$ cat config.mk
export PLATFORM = sky130hd
export DESIGN_NAME = hs_read_seq
export DESIGN_NICKNAME = d
export VERILOG_FILES = /design/src/rtl/hsr_pkg.sv /design/src/rtl/hsr_state_core.sv /design/src/rtl/hsr_req_queue.sv /design/src/rtl/hsr_bus_drive.sv /design/src/rtl/hs_read_seq.sv
export SDC_FILE = /design/constraint.sdc
export NUM_CORES = 1
export LEC_CHECK = 0
export ABC_CLOCK_PERIOD_IN_PS = 4230
export BUFFER_PORTS_ARGS = -buffer_cell sky130_fd_sc_hd__buf_2
export CAP_MARGIN = 10
export CORE_AREA = 8 8 102 104
export DETAILED_ROUTE_END_ITERATION = 7
export DIE_AREA = 0 0 110 112
export PLACE_DENSITY = 0.65
export REMOVE_ABC_BUFFERS = 1
export SYNTH_ARGS = -nofsm -noshare
export SYNTH_HDL_FRONTEND = slang
export SYNTH_HIERARCHICAL = 1
export SYNTH_SLANG_ARGS = --single-unit
$ cat constraint.sdc
create_clock -name clk_i -period 4.23 [get_ports clk_i]
set_clock_uncertainty 0.2 [all_clocks]
set_input_delay 0.2115 -clock clk_i [delete_from_list [all_inputs] [get_ports clk_i]]
set_output_delay 0.2115 -clock clk_i [all_outputs]
set_load 0.005 [all_outputs]
$ cat src/rtl/hsr_pkg.sv
package hsr_pkg;
  typedef enum logic [3:0] {
    ST_IDLE = 4'd0,
    ST_S0   = 4'd1,
    ST_S1   = 4'd2,
    ST_S2   = 4'd3,
    ST_S3   = 4'd4,
    ST_S4   = 4'd5,
    ST_S5   = 4'd6,
    ST_S6   = 4'd7,
    ST_S7   = 4'd8,
    ST_WO   = 4'd9,   // wait, odd half (begins falling)
    ST_WE   = 4'd10   // wait, even half (begins rising)
  } hsr_state_e;
endpackage

$ cat src/rtl/hsr_state_core.sv
module hsr_state_core
  import hsr_pkg::*;
(
  input  logic       clk_i,
  input  logic       rst_ni,
  input  logic       go_i,
  input  logic       ta_ni,
  output hsr_state_e state_o,
  output logic       accept_o
);
  // dual-edge register: state = rise half xor fall half
  logic [3:0] p_q, n_q;
  hsr_state_e cur, nxt_r, nxt_f;

  assign cur      = hsr_state_e'(p_q ^ n_q);
  assign state_o  = cur;
  assign accept_o = go_i && (cur == ST_IDLE || cur == ST_S7);

  always_comb begin
    nxt_r = cur;
    unique case (cur)
      ST_IDLE, ST_S7: nxt_r = go_i ? ST_S0 : ST_IDLE;
      ST_S1:          nxt_r = ST_S2;
      ST_S3:          nxt_r = ST_S4;
      ST_S5:          nxt_r = ST_S6;
      ST_WO:          nxt_r = ST_WE;
      default:        nxt_r = cur;
    endcase
  end

  always_comb begin
    nxt_f = cur;
    unique case (cur)
      ST_S0:        nxt_f = ST_S1;
      ST_S2:        nxt_f = ST_S3;
      ST_S4, ST_WE: nxt_f = ta_ni ? ST_WO : ST_S5;
      ST_S6:        nxt_f = ST_S7;
      default:      nxt_f = cur;
    endcase
  end

  always_ff @(posedge clk_i or negedge rst_ni)
    if (!rst_ni) p_q <= '0;
    else         p_q <= nxt_r ^ n_q;

  always_ff @(negedge clk_i or negedge rst_ni)
    if (!rst_ni) n_q <= '0;
    else         n_q <= nxt_f ^ p_q;

  assert_even_rise_R2: assert property (@(negedge clk_i) disable iff (!rst_ni)
    cur inside {ST_IDLE, ST_S0, ST_S2, ST_S4, ST_S6, ST_WE});
  assert_odd_fall_R2: assert property (@(posedge clk_i) disable iff (!rst_ni)
    cur inside {ST_IDLE, ST_S1, ST_S3, ST_S5, ST_S7, ST_WO});
  assert_wait_insert_R8: assert property (@(negedge clk_i) disable iff (!rst_ni)
    ((cur == ST_S4 || cur == ST_WE) && ta_ni) |=> cur == ST_WE);
  assert_wait_exit_R8: assert property (@(negedge clk_i) disable iff (!rst_ni)
    ((cur == ST_S4 || cur == ST_WE) && !ta_ni) |=> cur == ST_S6);
endmodule

$ cat src/rtl/hsr_req_queue.sv
module hsr_req_queue #(
  parameter int ADDR_W = 24
) (
  input  logic              clk_i,
  input  logic              rst_ni,
  input  logic              start_i,
  input  logic [ADDR_W-1:0] addr_i,
  input  logic              accept_i,
  output logic              go_o,
  output logic [ADDR_W-1:0] cyc_addr_o
);
  logic              pend_q;
  logic [ADDR_W-1:0] pend_addr_q, cyc_addr_q;

  assign go_o       = start_i | pend_q;
  assign cyc_addr_o = cyc_addr_q;

  always_ff @(posedge clk_i or negedge rst_ni) begin
    if (!rst_ni) begin
      pend_q      <= 1'b0;
      pend_addr_q <= '0;
      cyc_addr_q  <= '0;
    end else if (accept_i) begin
      cyc_addr_q <= pend_q ? pend_addr_q : addr_i;
      pend_q     <= pend_q && start_i;
      if (pend_q && start_i) pend_addr_q <= addr_i;
    end else if (start_i && !pend_q) begin
      pend_q      <= 1'b1;
      pend_addr_q <= addr_i;
    end
  end

  assert_pend_served_R9: assert property (@(posedge clk_i) disable iff (!rst_ni)
    (pend_q && accept_i) |=> cyc_addr_q == $past(pend_addr_q));
endmodule

$ cat src/rtl/hsr_bus_drive.sv
module hsr_bus_drive
  import hsr_pkg::*;
#(
  parameter int ADDR_W = 24,
  parameter int DATA_W = 16
) (
  input  logic              clk_i,
  input  logic              rst_ni,
  input  hsr_state_e        state_i,
  input  logic [ADDR_W-1:0] cyc_addr_i,
  input  logic [DATA_W-1:0] bus_data_i,
  output logic [ADDR_W-1:0] bus_addr_o,
  output logic              bus_addr_oe_o,
  output logic              as_no,
  output logic              ds_no,
  output logic              done_o,
  output logic [DATA_W-1:0] rd_data_o
);
  logic              strobe_on;
  logic [DATA_W-1:0] data_q;

  assign bus_addr_o    = cyc_addr_i;
  assign bus_addr_oe_o = !(state_i inside {ST_IDLE, ST_S0});
  assign strobe_on     = state_i inside {ST_S2, ST_S3, ST_S4, ST_S5, ST_S6, ST_WO, ST_WE};
  assign as_no         = !strobe_on;
  assign ds_no         = !strobe_on;   // read cycle: same timing as address strobe
  assign done_o        = (state_i == ST_S7);
  assign rd_data_o     = data_q;

  // capture on the falling edge that closes S6
  always_ff @(negedge clk_i or negedge rst_ni)
    if (!rst_ni)                data_q <= '0;
    else if (state_i == ST_S6)  data_q <= bus_data_i;

  assert_strobe_needs_addr_R4: assert property (@(posedge clk_i) disable iff (!rst_ni)
    !as_no |-> bus_addr_oe_o);
  assert_addr_stable_R3: assert property (@(negedge clk_i) disable iff (!rst_ni)
    (bus_addr_oe_o && $past(bus_addr_oe_o)) |-> $stable(bus_addr_o));
  assert_done_frame_R7: assert property (@(posedge clk_i) disable iff (!rst_ni)
    done_o |-> (as_no && ds_no && bus_addr_oe_o));
  assert_data_hold_R6: assert property (@(posedge clk_i) disable iff (!rst_ni)
    !done_o |-> $stable(rd_data_o));
endmodule

$ cat src/rtl/hs_read_seq.sv
module hs_read_seq
  import hsr_pkg::*;
#(
  parameter int ADDR_W = 24,
  parameter int DATA_W = 16
) (
  input  logic              clk_i,
  input  logic              rst_ni,
  input  logic              start_i,
  input  logic [ADDR_W-1:0] addr_i,
  output logic [DATA_W-1:0] rd_data_o,
  output logic              done_o,
  output logic [ADDR_W-1:0] bus_addr_o,
  output logic              bus_addr_oe_o,
  output logic              as_no,
  output logic              ds_no,
  input  logic [DATA_W-1:0] bus_data_i,
  input  logic              ta_ni
);
  hsr_state_e        state;
  logic              go, accept;
  logic [ADDR_W-1:0] cyc_addr;

  hsr_req_queue #(.ADDR_W(ADDR_W)) u_queue (
    .clk_i(clk_i), .rst_ni(rst_ni), .start_i(start_i), .addr_i(addr_i),
    .accept_i(accept), .go_o(go), .cyc_addr_o(cyc_addr)
  );

  hsr_state_core u_core (
    .clk_i(clk_i), .rst_ni(rst_ni), .go_i(go), .ta_ni(ta_ni),
    .state_o(state), .accept_o(accept)
  );

  hsr_bus_drive #(.ADDR_W(ADDR_W), .DATA_W(DATA_W)) u_drive (
    .clk_i(clk_i), .rst_ni(rst_ni), .state_i(state), .cyc_addr_i(cyc_addr),
    .bus_data_i(bus_data_i), .bus_addr_o(bus_addr_o), .bus_addr_oe_o(bus_addr_oe_o),
    .as_no(as_no), .ds_no(ds_no), .done_o(done_o), .rd_data_o(rd_data_o)
  );
endmodule

==> out/results.ini <==
[run_status]
status=finished with violations
failed_checks=negative setup slack

[yosys]
ys_types=48
synth_common_cells=dfrtp_1 (53), mux2_4 (30), buf_4 (28), a21oi_1 (27), nor2_1 (26)
synthCells=297
yosys.area.top_type_share_pct=35.77
yosys.cell_count.top_type=dfrtp_1
async_flop_share_pct=100.0
synth-seq-cells=73
synth_area_leaders=dfrtp_1 (36%), dfrtn_1 (13%), mux2_4 (12%), mux2i_1 (6.5%), buf_4 (5.7%)
synth_area_um2=3707
synth-edff-count=0
synth_top_cell_by_area=dfrtp_1
ys_warn_count=6
synth_ff_type=dfrtp_1
avgSynthCellArea_um2=12.48
ys_seq_area_share_pct=49.27

[drt]
drt-total-wl_um=8449
drc=0
drt_iter0_drc=80
via_count=2613
first_pass_iters=4
routed_via_density=4.996
route.antenna.remaining_nets=0
wl_per_cell_um=16.15

[clock_tree]
numCtsBuffers=9
cts_tree=done
cts_max_path_buffers=2
clkLatencyLatePin_ns=0.34
cts.clk_slew.worst_paths_ns=0.08
cts.sinks=73
htreeDepth=3
cts-root-buf=clkbuf_8

[place]
port_buffers=87
gp_congestion=0.7691
hpwl_um=5644
postPlaceCellArea_um2=4124
placed_cells=470

[job]
maxCapViolations=0

[floorplan]
core_area_um2=8890
die_w_um=110
pin_count=88
initial_core_util_pct=41.70
row_count=35
die_area_um2=12320
die_h_um=112

[finish]
drive_above_1_share_pct=47.09
antenna-diode-count=0
fin_cells=523
design_area_um2=4806
final_nets=451
fill_cells=773
area_growth_pct=29.63
utilization_pct=54.06

[critical_path]
critical_path.max_fanout=4
worst_setup_path_start_kind=flip-flop
r2r_setup_slack_ns=0.05
worstPathRequired_ns=3.82
critical_path_class=reg2out
cp-end-kind=output port
critPathArrivalTime_ns=3.89

[global_routing]
grt_first_pass_wirelength_um=13710
grt_pass1_vias=2878
grt_overflow=0
grt_max_degree=45
grt_use_total_pct=13.86
antenna_found_initial=0

[pwr]
ir_drop_v=0.0003112
cellPowerDensity_nw_per_um2=929.3
leakage_nw=2.437

[timing]
worst_pin_slew_ns=0.8471
relSlewSlack_pct=43.52
setup_viol=3
setup_tns_ns=-0.1814
grt_setup_unrepaired=yes
whs_ns=0.1922
maxSlewViolCount=0
setup_ws_ns=-0.07186
hold_viol=0

[worst_hold_path]
hold_class=in2async

[path summary, 6_finish.rpt]
check                                     start                      end  cells past startpoint
setup / recovery                  u_core/n_q[1]                    as_no                      5
hold / removal                           rst_ni    u_queue/cyc_addr_o[7]                      2
setup reg to reg                  u_core/n_q[1]  u_queue/pend_addr_q[20]                      8
hold reg to reg            u_drive/rd_data_o[3]     u_drive/rd_data_o[3]                      1
max in group asynchronous                rst_ni     u_drive/rd_data_o[4]                      2
min in group clk_i         u_drive/rd_data_o[3]     u_drive/rd_data_o[3]                      1
[cell families after synthesis]
family	after synthesis	share of synthesized area, %
XOR/XNOR	5	2.599
buffers and inverters	49	9.416
multiplexers	65	21.97
adder cells (fa/ha/maj)	1	0.2700
flip-flops	73	49.27
AND/OR/NAND/NOR	53	7.830
AO/OA/AOI/OAI	51	8.640
[per-layer routing]
metal | track usage, % | vias to the layer above | part of all wire (%)
met4 | 5.676 | 0 | 2.1
met3 | 3.177 | 16 | 4.5
met1 | 16.12 | 1290 | 42
met2 | 23.59 | 63 | 52
li1 | - | 1244 | -
met5 | 0 | - | 0
[sequential cells by signal (all words and copies together), names as in the netlist]
register             cells
u_core/n_q               4
u_core/p_q               4
u_drive/rd_data_o       16
u_queue/cyc_addr_o      24
u_queue/pend_addr_q     24
u_queue/pend_q           1
[worst max-delay path, cell delays in order, from the launching register on]
cell,delay (ns)
dfrtn_1,0.46
xor2_2,0.18
buf_6,0.13
and4bb_2,0.24
nor4_4,0.29
buf_2,0.16
[final cells by class]
cell class | count | area, um^2 | area share (%)
Tap cell | 111 | 138.9 | 2.890
Inverter | 5 | 18.77 | 0.3905
Timing Repair Buffer | 143 | 1005 | 20.91
Sequential cell | 73 | 1828 | 38.04
Multi-Input combinational cell | 175 | 1580 | 32.88
Clock inverter | 3 | 43.79 | 0.9112
Clock buffer | 13 | 191.4 | 3.983
[layout by cell type (no fill, tap or decap), drive strengths merged, types with 2 or more instances in the layout]
| cell | n |
|---|---|
| a21oi | 27 |
| nand4b | 2 |
| a21o | 2 |
| or2 | 2 |
| nor2b | 2 |
| nor2 | 26 |
| nor3 | 2 |
| mux2i | 24 |
| clkbuf | 14 |
| buf | 116 |
| inv | 5 |
| dfrtn | 20 |
| o211ai | 3 |
| xnor2 | 4 |
| a311oi | 2 |
| dlygate4sd3 | 26 |
| or3 | 2 |
| nor4 | 2 |
| a221oi | 2 |
| and4bb | 2 |
| nand2 | 7 |
| dfrtp | 53 |
| nand3 | 2 |
| clkinv | 2 |
| o21ai | 6 |
| a211oi | 2 |
| mux2 | 41 |
[per-stage QoR]
| stage | power [mW] | setup slack [ns] |
|---|---|---|
| floorplan | 2.727 | -1.325 |
| global placement | 3.445 | 0.04456 |
| detailed placement | 3.533 | 0.002786 |
| CTS | 4.351 | -0.1021 |
| global route | 4.784 | -0.1856 |
| finish | 4.466 | -0.07186 |
[where the power goes]
group | internal (mW) | switching [mW] | leakage (nW) | total, mW
Combinational | 1.40 | 1.08 | 1.48 | 2.48
Sequential | 1.08 | 0.276 | 0.840 | 1.35
Clock | 0.361 | 0.267 | 0.120 | 0.628
[repair_timing]
action,CTS,global route
buffers inserted,6,5
pin swaps,5,6
cloned,0,1
setup endpoints to repair,3,45
gates resized for setup,10,10
hold buffers,26,0
hold endpoints to repair,63,0
Note: power is estimated with default switching activity, not from simulation.
